### config.mk
export PLATFORM = sky130hd
export DESIGN_NAME = twowire_mem_slave
export DESIGN_NICKNAME = d
export VERILOG_FILES = /design/src/rtl/tw_pkg.sv /design/src/rtl/tw_line_sync.sv /design/src/rtl/tw_prog_timer.sv /design/src/rtl/twowire_mem_slave.sv
export SDC_FILE = /design/constraint.sdc
export NUM_CORES = 1
export LEC_CHECK = 0
export BUFFER_PORTS_ARGS = -buffer_cell sky130_fd_sc_hd__buf_4
export CORE_MARGIN = 4
export CORE_UTILIZATION = 30
export CTS_CLUSTER_DIAMETER = 50
export DETAILED_ROUTE_END_ITERATION = 8
export GPL_TIMING_DRIVEN = 0
export PLACE_DENSITY_LB_ADDON = 0.15
export SLEW_MARGIN = 30
export SYNTH_ARGS = -nofsm -noshare
export SYNTH_HDL_FRONTEND = slang
export SYNTH_SLANG_ARGS = --single-unit
### constraint.sdc
create_clock -name clk -period 4.4 [get_ports clk]
set_input_delay 1.1 -clock clk [delete_from_list [all_inputs] [get_ports clk]]
set_output_delay 1.1 -clock clk [all_outputs]
set_load 0.01 [all_outputs]
### src/rtl/tw_pkg.sv
package tw_pkg;
  typedef enum logic [2:0] {
    ST_IDLE  = 3'd0,
    ST_DEV   = 3'd1,
    ST_ADDR  = 3'd2,
    ST_WDATA = 3'd3,
    ST_RDATA = 3'd4,
    ST_HOLD  = 3'd5
  } tw_state_e;
endpackage

### src/rtl/tw_line_sync.sv
module tw_line_sync #(
  parameter int STAGES = 2
) (
  input  logic clk,
  input  logic rst_n,
  input  logic scl_i,
  input  logic sda_i,
  output logic scl_s,
  output logic sda_s,
  output logic scl_d,
  output logic sda_d
);
  logic [STAGES-1:0] scl_pipe;
  logic [STAGES-1:0] sda_pipe;

  generate
    if (STAGES == 1) begin : g_one
      always_ff @(posedge clk or negedge rst_n) begin
        if (!rst_n) begin
          scl_pipe <= '1;
          sda_pipe <= '1;
        end else begin
          scl_pipe <= scl_i;
          sda_pipe <= sda_i;
        end
      end
    end else begin : g_many
      always_ff @(posedge clk or negedge rst_n) begin
        if (!rst_n) begin
          scl_pipe <= '1;
          sda_pipe <= '1;
        end else begin
          scl_pipe <= {scl_pipe[STAGES-2:0], scl_i};
          sda_pipe <= {sda_pipe[STAGES-2:0], sda_i};
        end
      end
    end
  endgenerate

  always_ff @(posedge clk or negedge rst_n) begin
    if (!rst_n) begin
      scl_d <= 1'b1;
      sda_d <= 1'b1;
    end else begin
      scl_d <= scl_pipe[STAGES-1];
      sda_d <= sda_pipe[STAGES-1];
    end
  end

  assign scl_s = scl_pipe[STAGES-1];
  assign sda_s = sda_pipe[STAGES-1];
endmodule

### src/rtl/tw_prog_timer.sv
module tw_prog_timer #(
  parameter int CYCLES = 300
) (
  input  logic clk,
  input  logic rst_n,
  input  logic go_i,
  output logic busy_o
);
  localparam int CNT_W = $clog2(CYCLES + 1);
  localparam logic [CNT_W-1:0] LOAD = CNT_W'(CYCLES);

  logic [CNT_W-1:0] cnt_q, cnt_n;

  always_comb begin
    cnt_n = cnt_q;
    if (go_i)              cnt_n = LOAD;
    else if (cnt_q != '0)  cnt_n = cnt_q - 1'b1;
  end

  always_ff @(posedge clk or negedge rst_n) begin
    if (!rst_n) cnt_q <= '0;
    else        cnt_q <= cnt_n;
  end

  assign busy_o = (cnt_q != '0);
endmodule

### src/rtl/twowire_mem_slave.sv
module twowire_mem_slave #(
  parameter int          ADDR_W      = 11,
  parameter int          PROG_CYCLES = 300,
  parameter int          SYNC_STAGES = 2,
  parameter logic [2:0]  SEL_INV     = 3'b001
) (
  input  logic              clk,
  input  logic              rst_n,
  input  logic              scl_i,
  input  logic              sda_i,
  input  logic [2:0]        strap_i,
  output logic              sda_oe_o,
  output logic [ADDR_W-1:0] mem_addr_o,
  output logic [7:0]        mem_wdata_o,
  output logic              mem_we_o,
  input  logic [7:0]        mem_rdata_i
);
  import tw_pkg::*;

  localparam int HI_W = ADDR_W - 8;
  localparam logic [3:0] BIT_LAST = 4'd8;
  localparam logic [3:0] BIT_ACK  = 4'd9;

  logic scl_s, sda_s, scl_d, sda_d;
  logic scl_rise, scl_fall, start_ev, stop_ev;
  logic busy, prog_go;

  tw_state_e         st_q, st_n;
  logic [3:0]        bit_q, bit_n;
  logic [7:0]        sh_q, sh_n;
  logic [ADDR_W-1:0] ptr_q, ptr_n;
  logic [HI_W-1:0]   hi_q, hi_n;
  logic              rw_q, rw_n, oe_q, oe_n, wrote_q, wrote_n, we;
  logic              dev_match;

  tw_line_sync #(.STAGES(SYNC_STAGES)) u_sync (
    .clk(clk), .rst_n(rst_n), .scl_i(scl_i), .sda_i(sda_i),
    .scl_s(scl_s), .sda_s(sda_s), .scl_d(scl_d), .sda_d(sda_d)
  );

  tw_prog_timer #(.CYCLES(PROG_CYCLES)) u_timer (
    .clk(clk), .rst_n(rst_n), .go_i(prog_go), .busy_o(busy)
  );

  assign scl_rise = scl_s & ~scl_d;
  assign scl_fall = ~scl_s & scl_d;
  assign start_ev = scl_s & scl_d & sda_d & ~sda_s;
  assign stop_ev  = scl_s & scl_d & ~sda_d & sda_s;

  assign dev_match = sh_q[7] & (sh_q[6:4] == (strap_i ^ SEL_INV));

  always_comb begin
    st_n    = st_q;
    bit_n   = bit_q;
    sh_n    = sh_q;
    ptr_n   = ptr_q;
    hi_n    = hi_q;
    rw_n    = rw_q;
    oe_n    = oe_q;
    wrote_n = wrote_q;
    we      = 1'b0;
    prog_go = 1'b0;
    if (busy) begin
      st_n = ST_IDLE;
      oe_n = 1'b0;
    end else if (start_ev) begin
      st_n  = ST_DEV;
      bit_n = '0;
      oe_n  = 1'b0;
    end else if (stop_ev) begin
      st_n    = ST_IDLE;
      oe_n    = 1'b0;
      prog_go = wrote_q;
      wrote_n = 1'b0;
    end else begin
      case (st_q)
        ST_DEV, ST_ADDR, ST_WDATA: begin
          if (scl_rise && bit_q < BIT_LAST) begin
            sh_n  = {sh_q[6:0], sda_s};
            bit_n = bit_q + 1'b1;
          end else if (scl_fall && bit_q == BIT_LAST) begin
            bit_n = BIT_ACK;
            oe_n  = 1'b1;
            if (st_q == ST_DEV) begin
              if (dev_match) begin
                hi_n = sh_q[HI_W:1];
                rw_n = sh_q[0];
              end else begin
                oe_n = 1'b0;
                st_n = ST_HOLD;
              end
            end else if (st_q == ST_ADDR) begin
              ptr_n = {hi_q, sh_q};
            end else begin
              we      = 1'b1;
              ptr_n   = ptr_q + 1'b1;
              wrote_n = 1'b1;
            end
          end else if (scl_fall && bit_q == BIT_ACK) begin
            oe_n  = 1'b0;
            bit_n = '0;
            if (st_q == ST_DEV && rw_q) begin
              st_n = ST_RDATA;
              sh_n = mem_rdata_i;
              oe_n = ~mem_rdata_i[7];
            end else if (st_q == ST_DEV) begin
              st_n = ST_ADDR;
            end else begin
              st_n = ST_WDATA;
            end
          end
        end
        ST_RDATA: begin
          if (scl_rise && bit_q < BIT_LAST) begin
            bit_n = bit_q + 1'b1;
          end else if (scl_rise && bit_q == BIT_LAST) begin
            if (!sda_s) bit_n = BIT_ACK;
            else        st_n  = ST_HOLD;
          end else if (scl_fall && bit_q == BIT_LAST) begin
            oe_n  = 1'b0;
            ptr_n = ptr_q + 1'b1;
          end else if (scl_fall && bit_q == BIT_ACK) begin
            sh_n  = mem_rdata_i;
            oe_n  = ~mem_rdata_i[7];
            bit_n = '0;
          end else if (scl_fall && bit_q != '0) begin
            sh_n = {sh_q[6:0], 1'b0};
            oe_n = ~sh_q[6];
          end
        end
        default: ;
      endcase
    end
  end

  always_ff @(posedge clk or negedge rst_n) begin
    if (!rst_n) begin
      st_q    <= ST_IDLE;
      bit_q   <= '0;
      sh_q    <= '0;
      ptr_q   <= '0;
      hi_q    <= '0;
      rw_q    <= 1'b0;
      oe_q    <= 1'b0;
      wrote_q <= 1'b0;
    end else begin
      st_q    <= st_n;
      bit_q   <= bit_n;
      sh_q    <= sh_n;
      ptr_q   <= ptr_n;
      hi_q    <= hi_n;
      rw_q    <= rw_n;
      oe_q    <= oe_n;
      wrote_q <= wrote_n;
    end
  end

  assign sda_oe_o    = oe_q;
  assign mem_addr_o  = ptr_q;
  assign mem_wdata_o = sh_q;
  assign mem_we_o    = we;
endmodule

==> impl_metrics.py <==
metrics = {
    "critical_path": {
        "start_kind": "flop",
        "critPathLaunch": "bit_q[0]",
        "cp_max_fo": 7,
        "path_depth": 7,
        "r2r_start": "bit_q[0]",
        "delay_of_the_slowest_cell_on_the_worst_path_ns": 0.46,
        "critPathSlowestCell": "sky130_fd_sc_hd__dfrtp_1",
        "reg2reg_setup_slack_ns": 1.99,
        "critical_path.endpoint": "mem_we_o",
        "critPathRequiredTime_ns": 3.30,
        "worstRegToRegCells": 8,
        "endpoint_kind": "output port",
        "cp_num_buf_inv": 2,
        "crit-reg2reg-capture": "mem_addr_o[0]",
        "timing.critical_path.cells": "inv_1, ha_1, nor2b_1, nand2_1, nor2_1, and3_1, buf_4",
        "arr_time_crit_path_ns": 2.23,
        "crit_family": "simple AND/OR/NAND/NOR gates",
        "setup.worst_path.class": "flop to output port",
    },
    "sta": {
        "clock.fmax_mhz": 300,
        "timing.max_slew.rel_slack": 0.579,
        "grt_setup_unrepaired": "false",
        "timing.final.max_slew_violations": 0,
        "sum_of_negative_setup_slack_ns": 0,
        "layout_worst_path_cycle_share": 0.758,
        "finalSetupViolations": 0,
        "finalCriticalPeriod_ns": 3.33,
        "clock-skew-final_ns": 0.0139,
        "finalHoldViolations": 0,
        "tightest_slew_ns": 0.632,
        "final_critical_path_setup_slack_ns": 1.07,
    },
    "outcome": {
        "outcome": "complete, no violations",
    },
    "global_routing": {
        "maximum_number_of_pins_on_one_net_before_global_route_repair": 48,
        "gr-usage-met1": 0.194,
        "grt_use_met2": 0.201,
        "global_route.overflow_total": 0,
        "globalRouteTotalUtil": 0.133,
        "antenna_found_initial": 0,
        "first_global_vias": 2272,
        "grt_pass1_wl_um": 12300,
        "use_met3": 0.0235,
        "gr-max-usage-layer": "met2",
    },
    "die": {
        "fp.dieW_um": 107,
        "dieHeight_um": 107,
        "die_area_sq_um": 11400,
        "core_area_sq_um": 9370,
        "num_rows": 35,
        "io_pins": 36,
        "initial_core_util": 0.313,
    },
    "logic_synthesis": {
        "syn_avg_cell_area_sq_um": 10.2,
        "syn_nets": 309,
        "yosys_warnings": 0,
        "ys_async_sr_fraction": 1.00,
        "ys_seq_elements": 47,
        "netlist_instances": 288,
        "synth_cell_type_count": 65,
        "synth-edff-count": 0,
        "mappedNetlistArea_sq_um": 2940,
        "ys.flop_type": "sky130_fd_sc_hd__dfrtp_1",
        "ys_seq_area_frac": 0.403,
    },
    "routing": {
        "detail_route.wl_per_cell_um": 16.0,
        "drt_pass1_iterations": 4,
        "iteration_0_drc_count_of_the_detailed_router": 121,
        "drt-vias-per-instance": 5.15,
        "detailroute.via_count": 2368,
        "detail-route-antenna-nets": 0,
        "detail_route.wirelength_um": 7370,
        "detail_route.drc_violations": 0,
    },
    "placement": {
        "detailedPlace.worstSlack_ns": 1.40,
        "place_inst": 452,
        "gp_congestion": 0.792,
        "port_buffers": 35,
        "hpwlAfterDp_um": 5330,
    },
    "final_layout": {
        "drive_above_1_share": 0.257,
        "synthToLayoutAreaGrowth_pct": 17.7,
        "num-nets-final": 351,
        "area_of_the_multi_input_gates_sq_um": 1630,
        "fillerInstances": 967,
        "final-seq-area_sq_um": 1180,
        "final-instance-count-excl-fill": 460,
        "antenna_cells_inserted": 0,
    },
    "clock_network": {
        "numCtsBuffers": 5,
        "cts_resized": 0,
        "clkSinkCount": 47,
        "clk_latency_ns": 0.31,
        "clk_pin_slew_ns": 0.09,
        "clk_path_buf_depth": 2,
        "cts_setup_buffers": 0,
        "ctsRootBufferMaster": "sky130_fd_sc_hd__clkbuf_8",
        "htree_levels": 2,
        "number_of_buffers_added_to_fix_hold_violations_after_cts": 0,
        "cts_tree": "yes",
    },
    "power_and_ir_drop": {
        "logic_pwr_share": 0.319,
        "power_switching_mw": 0.507,
        "powerDensity_nw_per_um2": 403,
        "max-vdd-ir-drop_mv": 0.237,
        "total_power_mw": 1.39,
        "static-leakage-power_nw": 1.49,
        "cellInternalPower_mw": 0.887,
        "power_frac_seq": 0.475,
        "pwr-share-clk": 0.206,
        "p_sw_frac": 0.364,
    },
    "worst_hold_path": {
        "hold_path_depth": 0,
        "worstHoldPathType": "flop to flop",
    },
    "job": {
        "drv_cap": 0,
    },
}
-- cell usage in the layout, fill, tap and decap left out, drive strengths merged, types with 3 or more instances in the layout --
cell / netlist / layout
a21o: 4 / 4
o22ai: 4 / 4
nand2b: 4 / 4
o31ai: 3 / 3
a21oi: 32 / 32
nand4: 3 / 3
mux2i: 4 / 4
dfrtp: 41 / 41
buf: 11 / 46
o211ai: 3 / 3
nor2b: 4 / 4
nor2: 12 / 12
a21boi: 3 / 3
o21ai: 18 / 18
dfstp: 6 / 6
and3b: 3 / 3
nor3: 8 / 8
nand3: 12 / 12
xnor2: 5 / 5
a2bb2oi: 3 / 3
ha: 6 / 6
and3: 3 / 3
inv: 9 / 10
clkbuf: 2 / 9
nor4: 4 / 4
a31oi: 4 / 4
nand2: 22 / 22
mux2: 20 / 20
-- state kept, by name, indices dropped and copies added (netlist names) --
signal           flops
u_timer.cnt_q        9
u_sync.scl_d         1
u_sync.scl_pipe      2
rw_q                 1
sda_oe_o             1
bit_q                4
st_q                 3
mem_wdata_o          8
u_sync.sda_pipe      2
hi_q                 3
wrote_q              1
u_sync.sda_d         1
mem_addr_o          11
-- cells in the mapped netlist, drive strengths merged (3+ instances only) --
library cell  number  area (sq um)
and3               3          18.8
mux2i              4          40.0
nor2              12          45.0
nor4               4          46.3
inv                9          33.8
nand4              3          18.8
o22ai              4          25.0
xnor2              5          43.8
and3b              3          26.3
o211ai             3          36.3
nor3               8          62.6
buf               11          76.3
o31ai              3          22.5
nand2             22          82.6
dfstp              6           158
mux2              20           225
dfrtp             41          1030
a31oi              4          40.0
a2bb2oi            3          26.3
o21ai             18          90.1
nand2b             4          25.0
a21boi             3          22.5
a21o               4          30.0
nand3             12          72.6
ha                 6          75.1
a21oi             32           171
nor2b              4          25.0
-- how the worst min path moves through the flow --
stage | to | startpoint
6_report | u_sync.scl_pipe[1] | u_sync.scl_pipe[0]
3_5_place_dp | u_sync.sda_pipe[1] | u_sync.sda_pipe[0]
5_1_grt | u_sync.scl_pipe[1] | u_sync.scl_pipe[0]
4_1_cts | u_sync.sda_pipe[1] | u_sync.sda_pipe[0]
3_3_place_gp | u_sync.scl_pipe[1] | u_sync.scl_pipe[0]
2_1_floorplan | u_sync.scl_pipe[1] | u_sync.scl_pipe[0]
-- layer usage --
| layer | vias up | part of all wire |
|---|---|---|
| li1 | 1160 | - |
| met5 | - | 0 |
| met1 | 1157 | 0.50 |
| met4 | 0 | 0.013 |
| met3 | 8 | 0.033 |
| met2 | 43 | 0.45 |
-- power by group through the flow --
| stage | Combinational [mW] | Sequential, mW | Clock [mW] |
|---|---|---|---|
| floorplan | 0.288 | 0.653 | 0 |
| global route | 0.499 | 0.680 | 0.316 |
| global placement | 0.447 | 0.667 | 0 |
| detailed placement | 0.451 | 0.669 | 0 |
| CTS | 0.452 | 0.663 | 0.299 |
| finish | 0.445 | 0.661 | 0.287 |
-- worst register-to-register path, delay by kind of cell (launching register included) --
kind	cells	cell delay [ns]
and+or+nand+nor	4	1.09
DFF	1	0.46
buffers and inverters	2	0.35
adders and majority gates	1	0.22
muxes	1	0.19
-- cell type report --
type	instances	share of cell area
plain buffers	13	0.0243
clock buffers	7	0.0250
clock inverters	1	0.00254
inverters	9	0.00978
multi-input cells	219	0.473
flip-flops and latches	47	0.343
well taps	129	0.0467
repair buffers	35	0.0761
-- cells by family after synthesis --
family | count (synthesis) | synth area share
adders and majority gates | 6 | 0.0256
and+or+nand+nor | 91 | 0.204
xor gates and xnor gates | 7 | 0.0209
buffers and inverters | 22 | 0.0401
DFF | 47 | 0.403
muxes | 24 | 0.0904
AOI/OAI and AO/OA | 91 | 0.216
-- stage by stage --
step	cell area (sq um)	utilization	hold slack, ns
global placement	3360	0.358	0.347
detailed placement	3360	0.358	0.347
global route	3450	0.369	0.368
finish	3450	0.369	0.360
CTS	3450	0.369	0.361
floorplan	2940	-	0.345
Power figures use the tool's default switching activity.
